===== src/rtl/prio_irq_pkg.sv =====
package prio_irq_pkg;
  typedef enum logic [1:0] {
    ST_READY = 2'd0,
    ST_BASE  = 2'd1,
    ST_CASC  = 2'd2,
    ST_MODE  = 2'd3
  } init_st_e;

  localparam logic [2:0] OP_EOI_ANY  = 3'b001;
  localparam logic [2:0] OP_EOI_LVL  = 3'b011;
endpackage


===== src/rtl/pic_init_seq.sv =====
module pic_init_seq
  import prio_irq_pkg::*;
#(
  parameter int DW    = 8,
  parameter int IDX_W = 3
) (
  input  logic                clk_i,
  input  logic                rst_ni,
  input  logic                wr_i,
  input  logic                addr_i,
  input  logic [DW-1:0]       wdata_i,
  output logic                init_start_o,
  output logic                ready_o,
  output logic                single_o,
  output logic [DW-IDX_W-1:0] base_o,
  output logic [DW-1:0]       casc_o,
  output logic                mask_wr_o,
  output logic                ocw_wr_o
);
  init_st_e            st_q;
  logic                single_q, need_mode_q;
  logic [DW-IDX_W-1:0] base_q;
  logic [DW-1:0]       casc_q;
  logic                data_wr;

  assign init_start_o = wr_i && !addr_i && wdata_i[4];
  assign data_wr      = wr_i && addr_i;
  assign ready_o      = (st_q == ST_READY);
  assign mask_wr_o    = data_wr && ready_o;
  assign ocw_wr_o     = wr_i && !addr_i && !wdata_i[4] && !wdata_i[3] && ready_o;
  assign single_o     = single_q;
  assign base_o       = base_q;
  assign casc_o       = casc_q;

  always_ff @(posedge clk_i or negedge rst_ni) begin
    if (!rst_ni) begin
      st_q        <= ST_READY;
      single_q    <= 1'b1;
      need_mode_q <= 1'b0;
      base_q      <= '0;
      casc_q      <= '0;
    end else if (init_start_o) begin
      st_q        <= ST_BASE;
      single_q    <= wdata_i[1];
      need_mode_q <= wdata_i[0];
    end else if (data_wr) begin
      case (st_q)
        ST_BASE: begin
          base_q <= wdata_i[DW-1:IDX_W];
          if (!single_q)        st_q <= ST_CASC;
          else if (need_mode_q) st_q <= ST_MODE;
          else                  st_q <= ST_READY;
        end
        ST_CASC: begin
          casc_q <= wdata_i;
          st_q   <= need_mode_q ? ST_MODE : ST_READY;
        end
        ST_MODE: st_q <= ST_READY;
        default: st_q <= ST_READY;
      endcase
    end
  end
endmodule


===== src/rtl/pic_req_latch.sv =====
module pic_req_latch #(
  parameter int N_IRQ = 8
) (
  input  logic             clk_i,
  input  logic             rst_ni,
  input  logic [N_IRQ-1:0] req_i,
  input  logic             clear_all_i,
  input  logic [N_IRQ-1:0] ack_clr_i,
  output logic [N_IRQ-1:0] irr_o
);
  logic [N_IRQ-1:0] prev_q, irr_q;

  always_ff @(posedge clk_i or negedge rst_ni) begin
    if (!rst_ni) begin
      prev_q <= '0;
      irr_q  <= '0;
    end else begin
      prev_q <= req_i;
      if (clear_all_i) irr_q <= '0;
      else             irr_q <= (irr_q & ~ack_clr_i) | (req_i & ~prev_q);
    end
  end

  assign irr_o = irr_q;
endmodule


===== src/rtl/pic_prio_resolve.sv =====
module pic_prio_resolve #(
  parameter int N_IRQ = 8,
  parameter int IDX_W = 3
) (
  input  logic [N_IRQ-1:0] irr_i,
  input  logic [N_IRQ-1:0] mask_i,
  input  logic [N_IRQ-1:0] isr_i,
  output logic             req_valid_o,
  output logic [IDX_W-1:0] req_idx_o,
  output logic             isr_any_o,
  output logic [IDX_W-1:0] isr_idx_o
);
  logic [N_IRQ-1:0] pend;
  assign pend = irr_i & ~mask_i;

  always_comb begin
    req_idx_o = '0;
    isr_idx_o = '0;
    for (int i = N_IRQ-1; i >= 0; i--) begin
      if (pend[i])  req_idx_o = IDX_W'(i);
      if (isr_i[i]) isr_idx_o = IDX_W'(i);
    end
  end

  assign isr_any_o   = |isr_i;
  assign req_valid_o = (|pend) && (!isr_any_o || (req_idx_o < isr_idx_o));
endmodule


===== src/rtl/prio_irq_ctrl.sv =====
module prio_irq_ctrl #(
  parameter int N_IRQ = 8,
  parameter int DW    = 8
) (
  input  logic                     clk_i,
  input  logic                     rst_ni,
  input  logic                     addr_i,
  input  logic                     wr_i,
  input  logic [DW-1:0]            wdata_i,
  output logic [DW-1:0]            rdata_o,
  input  logic [N_IRQ-1:0]         irq_req_i,
  output logic                     int_o,
  input  logic                     inta_i,
  input  logic                     is_master_i,
  input  logic [$clog2(N_IRQ)-1:0] cas_i,
  output logic [$clog2(N_IRQ)-1:0] cas_o,
  output logic                     vec_drive_o
);
  import prio_irq_pkg::*;

  localparam int IDX_W  = $clog2(N_IRQ);
  localparam int BASE_W = DW - IDX_W;

  logic              init_start, ready, single, mask_wr, ocw_wr;
  logic [BASE_W-1:0] base;
  logic [DW-1:0]     casc;
  logic [N_IRQ-1:0]  mask_q, isr_q, irr, ack_clr;
  logic              req_valid, isr_any;
  logic [IDX_W-1:0]  req_idx, isr_idx;
  logic              slave_sel, to_slave, ack_fire, eoi_any, eoi_lvl;
  logic [DW-1:0]     vector;

  pic_init_seq #(.DW(DW), .IDX_W(IDX_W)) u_init (
    .clk_i, .rst_ni, .wr_i, .addr_i, .wdata_i,
    .init_start_o(init_start), .ready_o(ready), .single_o(single),
    .base_o(base), .casc_o(casc), .mask_wr_o(mask_wr), .ocw_wr_o(ocw_wr)
  );

  pic_req_latch #(.N_IRQ(N_IRQ)) u_latch (
    .clk_i, .rst_ni, .req_i(irq_req_i), .clear_all_i(init_start),
    .ack_clr_i(ack_clr), .irr_o(irr)
  );

  pic_prio_resolve #(.N_IRQ(N_IRQ), .IDX_W(IDX_W)) u_prio (
    .irr_i(irr), .mask_i(mask_q), .isr_i(isr_q),
    .req_valid_o(req_valid), .req_idx_o(req_idx),
    .isr_any_o(isr_any), .isr_idx_o(isr_idx)
  );

  // a slave answers only the acknowledge addressed to its identity
  assign slave_sel = is_master_i || (cas_i == casc[IDX_W-1:0]);
  assign to_slave  = is_master_i && !single && casc[req_idx];
  assign ack_fire  = inta_i && ready && req_valid && slave_sel;
  assign ack_clr   = ack_fire ? (N_IRQ'(1) << req_idx) : '0;

  assign eoi_any = ocw_wr && (wdata_i[7:5] == OP_EOI_ANY);
  assign eoi_lvl = ocw_wr && (wdata_i[7:5] == OP_EOI_LVL);

  // no valid request at acknowledge yields the lowest-priority vector
  assign vector      = {base, req_valid ? req_idx : {IDX_W{1'b1}}};
  assign vec_drive_o = inta_i && ready && slave_sel && !(req_valid && to_slave);
  assign cas_o       = (inta_i && ready && req_valid && to_slave) ? req_idx : '0;
  assign int_o       = ready && req_valid;

  always_comb begin
    if (inta_i)      rdata_o = vec_drive_o ? vector : '0;
    else if (addr_i) rdata_o = mask_q;
    else             rdata_o = isr_q;
  end

  always_ff @(posedge clk_i or negedge rst_ni) begin
    if (!rst_ni)          mask_q <= '1;
    else if (init_start)  mask_q <= '0;
    else if (mask_wr)     mask_q <= wdata_i[N_IRQ-1:0];
  end

  always_ff @(posedge clk_i or negedge rst_ni) begin
    if (!rst_ni) begin
      isr_q <= '0;
    end else if (init_start) begin
      isr_q <= '0;
    end else begin
      isr_q <= (isr_q
                & ~((eoi_any && isr_any) ? (N_IRQ'(1) << isr_idx) : '0)
                & ~(eoi_lvl ? (N_IRQ'(1) << wdata_i[IDX_W-1:0]) : '0))
               | ack_clr;
    end
  end
endmodule


===== config.mk =====
export PLATFORM = sky130hd
export DESIGN_NAME = prio_irq_ctrl
export DESIGN_NICKNAME = d
export VERILOG_FILES = /design/src/rtl/prio_irq_pkg.sv /design/src/rtl/pic_init_seq.sv /design/src/rtl/pic_req_latch.sv /design/src/rtl/pic_prio_resolve.sv /design/src/rtl/prio_irq_ctrl.sv
export SDC_FILE = /design/constraint.sdc
export NUM_CORES = 1
export LEC_CHECK = 0
export BUFFER_PORTS_ARGS = -buffer_cell sky130_fd_sc_hd__buf_4
export CAP_MARGIN = 20
export CORE_ASPECT_RATIO = 1.5
export CORE_MARGIN = 8
export CORE_UTILIZATION = 35
export CTS_CLUSTER_SIZE = 8
export DETAILED_ROUTE_END_ITERATION = 7
export PLACE_DENSITY_LB_ADDON = 0.08
export SYNTH_ARGS = -nofsm -noshare
export SYNTH_HDL_FRONTEND = slang
export SYNTH_SLANG_ARGS = --single-unit

===== constraint.sdc =====
create_clock -name clk_i -period 6.2 [get_ports clk_i]
set_input_delay 0.31 -clock clk_i [delete_from_list [all_inputs] [get_ports clk_i]]
set_output_delay 0.31 -clock clk_i [all_outputs]
set_load 0.005 [all_outputs]

======== Word-level counts from Yosys, hierarchy flattened ========
Cells that the tools add are included.
storage, ports and cells
  flip-flop bits (word level) ............. 49
  input bits .............................. 25
  output and inout bits ................... 13
  logic and storage cells ................. 103
operators by class
  magnitude comparators ................... 2
  equality and inequality tests ........... 5
  shift operators ......................... 3
  muxes and demuxes ....................... 35
  bitwise logic cells ..................... 13
  reduce and logical (&&, ||, !) cells .... 36
operator list
  cell                   number
  $mux W8                10
  $mux W3                18
  $and A8 B8 Y8          5
  $not A8 Y8             5
  $shl A1 B3 Y8 const A  3
  $logic_and A1 B1 Y1    21
  $or A8 B8 Y8           2
  $reduce_or A8 Y1       2
  $mux W2                4
  $logic_not A1 Y1       6
  $reduce_and A3 Y1      2
  $lt A3 B4 Y1 const B   1
  $pmux W2 S2            1
  $reduce_bool A2 Y1     2
  $bmux W1 S3            1
  $eq A3 B1 Y1 const B   1
  $eq A3 B2 Y1 const B   1
  $eq A3 B3 Y1           1
  $lt A3 B3 Y1           1
  $eq A2 B1 Y1 const B   1
  $eq A2 B2 Y1 const B   1
  $logic_not A2 Y1       1
  $logic_or A1 B1 Y1     2
  $mux W1                1
  $not A1 Y1             1

======== Logic depth before layout (Yosys ltp) ========
Gate-level depths: netlist (run 1).
  depth after elaboration ................. 20
  gate-level depth with buffers ........... 12
  mapped depth without buffers ............ 11

======== Modules after synthesis ========
A second synthesis (run 1) with hierarchy kept.
second synthesis, totals
  cells, all modules ...................... 277
  area, all modules ....................... 2936.6 um2
by module, submodules not included
  module            times used  cells an instance  area an instance (um2)  sequential area each (um2)
  prio_irq_ctrl     1           136                1239.9                  410.4
  pic_init_seq      1           54                 743.2                   426.7
  pic_req_latch     1           41                 641.9                   400.4
  pic_prio_resolve  1           46                 311.5                   0.0

======== Worst setup path before layout (run 1) ========
OpenSTA, ideal clock, no wires.
  path kind ............................... reg2out
  from .................................... register mask_q[6]
  to ...................................... output port cas_o[0]
  arrival time ............................ 2.832 ns
  required time ........................... 5.890 ns
  slack ................................... 3.058 ns
  stages on the path, launching flop included .. 12
  path buffers ............................ 1
  cell sequence ........................... dfstp_2 -> inv_1 -> a2111oi_4 -> nand2b_1 -> buf_4 -> inv_1 -> ha_1 -> a221oi_2 -> a21oi_1 -> a2111oi_2 -> nor2_1 -> nor3_1
on the way
  cells in the longest elaborated chain, start to end .. 15
  elaborated cells on any way between the ends .. 19
  those cells by class .................... order compare: 1; mux: 10; bitwise: 2; reduce/logical: 6
ends and longest elaborated chain
  what                               RTL line                text
  from (decl)                        prio_irq_ctrl.sv:27     logic [N_IRQ-1:0] mask_q, isr_q, irr, ack_clr;
  from (signal assigned)             prio_irq_ctrl.sv:74     else if (mask_wr) mask_q <= wdata_i[N_IRQ-1:0];
  $not A8 Y8 (*)                     pic_prio_resolve.sv:14  assign pend = irr_i & ~mask_i;
  $and A8 B8 Y8 (*)                  pic_prio_resolve.sv:14
  $mux W3 (7 in series)              pic_prio_resolve.sv:20  if (pend[i]) req_idx_o = IDX_W'(i);
  $lt A3 B3 Y1                       pic_prio_resolve.sv:26  assign req_valid_o = (|pend) && (!isr_any_o || (req_idx_o < isr_idx_o));
  $logic_or A1 B1 Y1                 pic_prio_resolve.sv:26
  $logic_and A1 B1 Y1                pic_prio_resolve.sv:26
  $logic_and A1 B1 Y1 (2 in series)  prio_irq_ctrl.sv:62     assign cas_o = (inta_i && ready && req_valid && to_slave) ? req_idx : '0;
  $mux W3 (*)                        prio_irq_ctrl.sv:62
  to (decl)                          prio_irq_ctrl.sv:16     output logic [$clog2(N_IRQ)-1:0] cas_o,
Every way passes the cells marked *; elsewhere a longest branch is shown, timed or not. The select of a mux whose other input is x is not followed.

======== Final worst setup path (run 1) ========
Ends and elaborated chain as after synthesis.

==> metrics.md, run 1 <==
| Metric | Value |
|---|---|
| Antenna Cells | `0` |
| Number of distinct library cell variants in the gate-level netlist after synthesis | `between 50 and 60` |
| Clock network latency to the later pin of the worst-skew pair | `approximately 0.30 ns` |
| Buffer levels on the longest clock path | `2` |
| Total Nets Final | `roughly 340` |
| Maximum fanout count along the critical path | `8` |
| Area leader, netlist | `dfrtp_1` |
| H-tree depth | `2` |
| Number of gates resized after CTS | `0` |
| Syn avg cell area | `approximately 10 um^2` |
| Leakage power summed over all cells | `between 1 and 1.5 nW` |
| Portion of the post-synthesis area used by sequential elements | `between 40% and 50%` |
| Critical path data required time | `between 5 and 6 ns` |
| Fraction of power consumed by the clock network | `22.6%` |
| Die height | `126 um` |
| Final global-route overflow total | `0` |
| Highest attainable clock frequency | `between 200 and 300 MHz` |
| Share of total power in combinational logic | `38.6%` |
| Max capacitance violation total | `0` |
| Fraction of registers with async set/reset | `between 90% and 100%` |
| Worst path arrival time | `between 3 and 4 ns` |
| Final period util | `approximately 64%` |
| Transition time at the pin with the least slew margin | `approximately 0.97 ns` |
| Core Area | `about 0.008 mm^2` |
| Starting density of the core | `between 30% and 40%` |
| Syn_nets | `between 300 and 400` |
| Startpoint type of the worst setup path | `register` |
| Unrepaired setup endpoints after global routing | `false` |
| IO Count | `38` |
| Max stage delay cell, worst path | `dfstp_2` |
| Cell internal power dissipation | `0.766 mW` |
| Most numerous cell in the Yosys netlist | `dfrtp_1` |
| Yosys warning count | `0` |
| Wire length of the first global-routing pass | `between 10 and 15 mm` |
| Die outline area | `approximately 0.011 mm^2` |
| Total negative setup slack | `0 ns` |
| Count of state elements after synthesis | `49` |
| Number of filler cells placed in the layout | `~830` |
| Result of the run | `finished clean` |
| Reg2Reg Setup Slack | `3.16 ns` |
| DRC violation count after routing | `0` |
| Reg clk slew, reported paths | `0.07 ns` |
| Vias per cell | `5.38` |
| Share of final-layout standard cells stronger than drive strength 1 | `about a quarter` |
| Power per cell area | `around 370 mW/mm^2` |
| Clock tree root buffer cell | `clkbuf_16` |
| Crit end category | `output pin` |
| Pin count of the biggest net entering global routing | `50` |
| Number of flops mapped to enable cells by yosys | `0` |
| Post-Syn Instances | `between 200 and 300` |
| Initial antenna violation count | `0` |
| Floorplan die width | `89.1 um` |
| Post-detailed-route wirelength per cell | `~20 um` |
| Via Count | `~2300` |
| Number of cell instances on the worst register-to-register path | `11` |
| Filler-free cell count of the finished design | `420` |
| Flop pwr share | `38.8%` |
| Sw Ratio | `a little under two fifths` |
| Most common flop cell mapped by yosys | `dfrtp_1` |
| First drt pass iteration count | `4` |
| Post-synthesis cell area | `roughly 0.0028 mm^2` |
| Top area cells in the synthesized netlist | `dfrtp_1 (36%), dfstp_2 (8.4%), mux2_2 (4.8%)` |
| Clock period minus final worst setup slack | `a little under 4 ns` |
| Clock sinks | `between 40 and 50` |
| Critical Setup Path Class | `register to output pin` |
| Weighted congestion reported at the end of routability-driven placement | `0.868` |
| R2R Path Start | `mask_q[6]` |
| Area share of the leading cell type in the synthesized netlist | `35.6%` |
| Detailed router's first-iteration violation count | `between 70 and 80` |
| Post-CTS Setup Repair Bufs | `0` |
| Sum of routed wire length over all layers | `between 8 and 9 mm` |
| CTS tree | `done` |
| Number of rows in the core area | `40` |
| Setup-violating endpoint count in the final report | `0` |
| GRT Overall Usage | `16.0%` |
| Pins Over Slew Limit | `0` |
| Layout area overhead | `18.0%` |
| Net Switching | `~0.47 mW` |
| DP Wirelength | `around 6.4 mm` |
| Final hold viol count | `0` |
| Vias in the first global route | `2434` |
| Worst stage delay on the critical path | `about 0.55 ns` |
| TritonCTS Buffers | `5` |
| I/O Buffers | `37` |
| Reg2Reg Capture Point | `u_latch.irr_o[6]` |
| Hold/Removal Path Class | `primary input to asynchronous set/reset pin` |
| Cell-by-cell listing of the critical path | `inv_1, a2111oi_4, nand2b_1, inv_1, ha_1, o21a_1, o21ai_0, a21oi_1, a2111oi_2, nor2_1, nor3_1, buf_4` |
| Detail Route Antenna Nets | `0` |
| Cell total after placement | `between 400 and 500` |
| Peak VDD IR | `~0.00018 V` |
| Most used standard cells in the synthesized netlist | `dfrtp_1 (40), nand2_1 (24), a21oi_1 (22)` |
| Fin Clk Skew | `between 0.005 and 0.006 ns` |
| Max-Slew Margin vs Limit | `a little over a third` |
| Crit-path most repeated cell | `inv_1` |
| Post-CTS Hold Fix Bufs | `0` |
[cells in the final DEF (no fill, tap or decap), types with 12 or more instances in the layout]
cell	netlist	final
dfrtp_1	40	40
o21ai_0	12	12
nand3_1	14	14
inv_1	12	12
mux2_2	12	12
buf_4	1	37
nor2_1	19	19
nand2_1	24	24
a21oi_1	22	22
[sequential cells by signal, summed over array words and instances, names as in the netlist]
signal              cells
u_latch.prev_q          8
u_init.st_q             2
u_init.casc_o           8
u_init.single_o         1
u_latch.irr_o           8
u_init.base_o           5
mask_q                  8
u_init.need_mode_q      1
isr_q                   8
[layout make-up]
class	count	area (um^2)	share of cell area, %
multi-input combinational	209	1480	44.5
inverter	12	45.0	1.36
clock inverter	3	22.5	0.679
tap	105	131	3.96
timing repair buffer	37	278	8.38
sequential	49	1240	37.3
clock buffer	5	125	3.77
[cell families after synthesis]
group           share of synthesized area (%)
flops                                    44.1
buf+inv                                  3.38
compound gates                           20.1
fa+ha+maj                                2.23
mux                                      8.37
simple gates                             20.9
xor+xnor                                0.936
[per-layer routing]
metal  vias up  share of wire [%]  global-route usage, %
met5         -                  0                      0
met4         0                3.0                   7.09
met3        17                4.8                   3.19
met2        57                 51                   26.4
met1      1106                 41                   19.1
li1       1080                  -                      -
[worst max-delay path: cells and delay by family, from the launching register on]
family / cells / cell delay [ns]
AOI/OAI and AO/OA: 5 / 1.45
and+or+nand+nor: 3 / 0.76
DFF: 1 / 0.55
adders and majority gates: 1 / 0.31
buffers and inverters: 3 / 0.30
[power by group through the flow]
stage          Clock (mW)  Sequential, mW  Combinational (mW)
4_1_cts             0.288           0.479               0.479
3_5_place_dp            0           0.484               0.476
5_1_grt             0.296           0.489               0.532
3_3_place_gp            0           0.483               0.475
6_report            0.279           0.479               0.475
2_1_floorplan           0           0.446               0.360
[through the flow]
| step | area [um^2] | utilization, % | power [mW] | hold WS, ns | worst slack, ns |
|---|---|---|---|---|---|
| after floorplan | 2810 | - | 0.806 | 0.0144 | 3.06 |
| after global placement | 3170 | 40.1 | 0.958 | 0.378 | 2.60 |
| after detailed placement | 3170 | 40.1 | 0.960 | 0.385 | 2.55 |
| after CTS | 3320 | 41.9 | 1.25 | 0.0661 | 2.20 |
| after global routing | 3320 | 41.9 | 1.32 | 0.0962 | 1.95 |
| final | 3320 | 41.9 | 1.23 | 0.0274 | 2.23 |
[worst max path at each step]
stage,startpoint,endpoint,depth (start not counted)
floorplan,mask_q[6],cas_o[0],11
global placement,mask_q[6],cas_o[1],12
detailed placement,mask_q[6],cas_o[0],12
CTS,mask_q[6],cas_o[0],12
global route,mask_q[6],cas_o[2],11
finish,mask_q[6],cas_o[0],12
(Power assumes the default switching activity.)
==> run 2, diff against run 1 <==
==> constraint.sdc (replaced) <==
create_clock -name clk_i -period 3.4 [get_ports clk_i]
set_input_delay 0.17 -clock clk_i [delete_from_list [all_inputs] [get_ports clk_i]]
set_output_delay 0.17 -clock clk_i [all_outputs]
set_load 0.005 [all_outputs]
==> run 2 against run 1 <==
Sequential share of layout area down 3.3 points; clock power up 78%; sequential cell count unchanged; sequential power up 81%; critical path depth up 1; critical path type unchanged; critical endpoint is now rdata_o[0].
==> metrics.md, run 2 (same netlist as run 1, synthesis figures left out) <==
| Metric | Value |
|---|---|
| I/O Buffers | `37 (unchanged)` |
| Die outline area | `0.0112 mm^2 (unchanged)` |
| H-tree depth | `2 (unchanged)` |
| DP Wirelength | `6.47 mm (+0.86%)` |
| Leakage power summed over all cells | `1.54 nW (+8.4%)` |
| Maximum fanout count along the critical path | `3 (-5)` |
| Share of final-layout standard cells stronger than drive strength 1 | `32.0% (+6.0 points)` |
| Starting density of the core | `35.5% (unchanged)` |
| Critical path data required time | `3.23 ns (-2.66 ns)` |
| Clock network latency to the later pin of the worst-skew pair | `0.29 ns (about the same)` |
| Post-Route Hold Slack | `0.140 ns (+0.112 ns)` |
| Startpoint type of the worst setup path | `register` |
| Vias in the first global route | `2431 (-0.12%)` |
| Vias per cell | `5.32 (-1.2%)` |
| Clock period minus final worst setup slack | `around 3.3 ns` |
| Detailed router's first-iteration violation count | `164 (+120%)` |
| Core Area | `0.00791 mm^2 (unchanged)` |
| Final period util | `a little over nine tenths` |
| Setup-violating endpoint count in the final report | `0 (unchanged)` |
| Final hold viol count | `0 (unchanged)` |
| Reg clk slew, reported paths | `0.07 ns (about the same)` |
| Result of the run | `finished clean` |
| TritonCTS Buffers | `5 (unchanged)` |
| Sum of routed wire length over all layers | `8.54 mm (+1.2%)` |
| Layout area overhead | `29.4%` |
| Clock tree root buffer cell | `clkbuf_16` |
| Fin Clk Skew | `0.00483 ns (-0.000857 ns)` |
| Worst path arrival time | `3.13 ns (-0.53 ns)` |
| Fin util | `46.0% (+4.1 points)` |
| Initial antenna violation count | `0 (unchanged)` |
| Detail Route Antenna Nets | `0 (unchanged)` |
| Buffer levels on the longest clock path | `2 (unchanged)` |
| Max capacitance violation total | `0 (unchanged)` |
| Antenna Cells | `0 (unchanged)` |
| Power per cell area | `669 mW/mm^2 (+80%)` |
| Number of rows in the core area | `40 (unchanged)` |
| Via Count | `2351 (+4.0%)` |
| Critical Setup Path Class | `register to output pin` |
| Total Nets Final | `366 (+6.4%)` |
| DRC violation count after routing | `0 (unchanged)` |
| Highest attainable clock frequency | `slightly above 300 MHz` |
| Crit end category | `output pin` |
| Peak VDD IR | `0.000269 V (+51%)` |
| Wire length of the first global-routing pass | `13.2 mm (-0.98%)` |
| Weighted congestion reported at the end of routability-driven placement | `0.861 (-0.76%)` |
| Pin count of the biggest net entering global routing | `50 (unchanged)` |
| Hold/Removal Path Class | `primary input to register` |
| Clock sinks | `49 (unchanged)` |
| Final global-route overflow total | `0 (unchanged)` |
| Transition time at the pin with the least slew margin | `0.707 ns (-0.261 ns)` |
| Post-detailed-route wirelength per cell | `19.3 um (-3.8%)` |
| Unrepaired setup endpoints after global routing | `true` |
| Leading cell type in the layout, fill and taps excluded | `buf_4` |
| CTS tree | `done` |
| Pins Over Slew Limit | `0 (unchanged)` |
| Top library cells by usage in the layout, fill and taps aside | `buf_4 (47), dfrtp_1 (40), nand2_1 (24)` |
| Max-Slew Margin vs Limit | `52.7% (+17 points)` |
| First drt pass iteration count | `4 (unchanged)` |
| Floorplan die width | `89.1 um (unchanged)` |
| Die height | `126 um (unchanged)` |
| GRT Overall Usage | `15.9% (-0.027 points)` |
| IO Count | `38 (unchanged)` |
## run 2: cell types whose count changed in the layout (fill, tap and decap cells not counted), moves of 2 or more
cell	previous run	this run
buf_4	37	47
dlygate4sd3_1	0	9
o2bb2ai_1	7	2
o2bb2ai_2	0	4
buf_6	0	3
inv_1	12	9
inv_2	0	3
a2111oi_2	2	0
a2111oi_4	1	3
clkinv_4	2	0
clkinvlp_4	0	2
o21ai_2	0	2
## run 2: cell type report
type	instances	area (um^2)
Inverter	12	45.0
Tap cell	105	131
Multi-Input combinational cell	209	1600
Clock buffer	6	129
Clock inverter	2	15.0
Sequential cell	49	1240
Timing Repair Buffer	59	477
Fill cell	785	4270
## run 2: path summary, 6_finish.rpt
check / cells past startpoint / start / end / slack (ns)
worst max-delay path: 13 / mask_q[4] / rdata_o[0] / 0.1
worst min-delay path: 2 / wdata_i[7] / mask_q[7] / 0.14
worst max register to register: 11 / mask_q[4] / u_latch.irr_o[4] / 0.77
worst min register to register: 1 / u_init.casc_o[5] / u_init.casc_o[5] / 0.51
max in group asynchronous: 2 / rst_ni / isr_q[0] / 2.51
min in group asynchronous: 2 / rst_ni / isr_q[5] / 0.43
## run 2: critical path: stages, from the launching register on
cell,delay [ns]
dfstp_2,0.52
and2b_4,0.20
a211oi_1,0.25
o21ai_2,0.12
inv_2,0.08
ha_1,0.22
o21a_1,0.18
o21ai_2,0.22
a21oi_4,0.07
a2111oi_4,0.45
nor3b_4,0.09
buf_6,0.14
o2bb2ai_1,0.14
buf_4,0.15
## run 2: power breakdown
group          switching (mW)  total [mW]  internal [mW]  leakage, nW
clock network           0.223       0.496          0.273       0.0631
logic                   0.559        1.07          0.507        0.892
registers               0.138       0.869          0.731        0.588
total                   0.921        2.43           1.51         1.54
## run 2: routing by layer
metal,vias up,wire length (um),GRT usage [%]
li1,1130,-,-
met1,1153,3440,18.4
met2,56,4470,27.5
met3,12,397,2.93
met4,0,225,6.59
met5,-,0,0
## run 2: stage by stage
stage	instances	power [mW]	cell area (um^2)	worst slack (ns)	TNS, ns
2_1_floorplan	280	1.47	2810	0.398	0
3_3_place_gp	419	1.77	3220	0.241	0
3_5_place_dp	419	1.77	3220	0.178	0
4_1_cts	440	2.35	3540	0.0325	0
5_1_grt	442	2.59	3640	-0.0589	-0.379
6_report	442	2.43	3640	0.0968	0
## run 2: repair_timing
action | 4_1_cts | 5_1_grt
buffers inserted | 4 | 2
endpoints found under the hold margin | 48 | 0
hold buffers | 9 | 0
gates resized for setup | 7 | 16
pin swaps | 5 | 4
setup endpoints to repair | 11 | 11
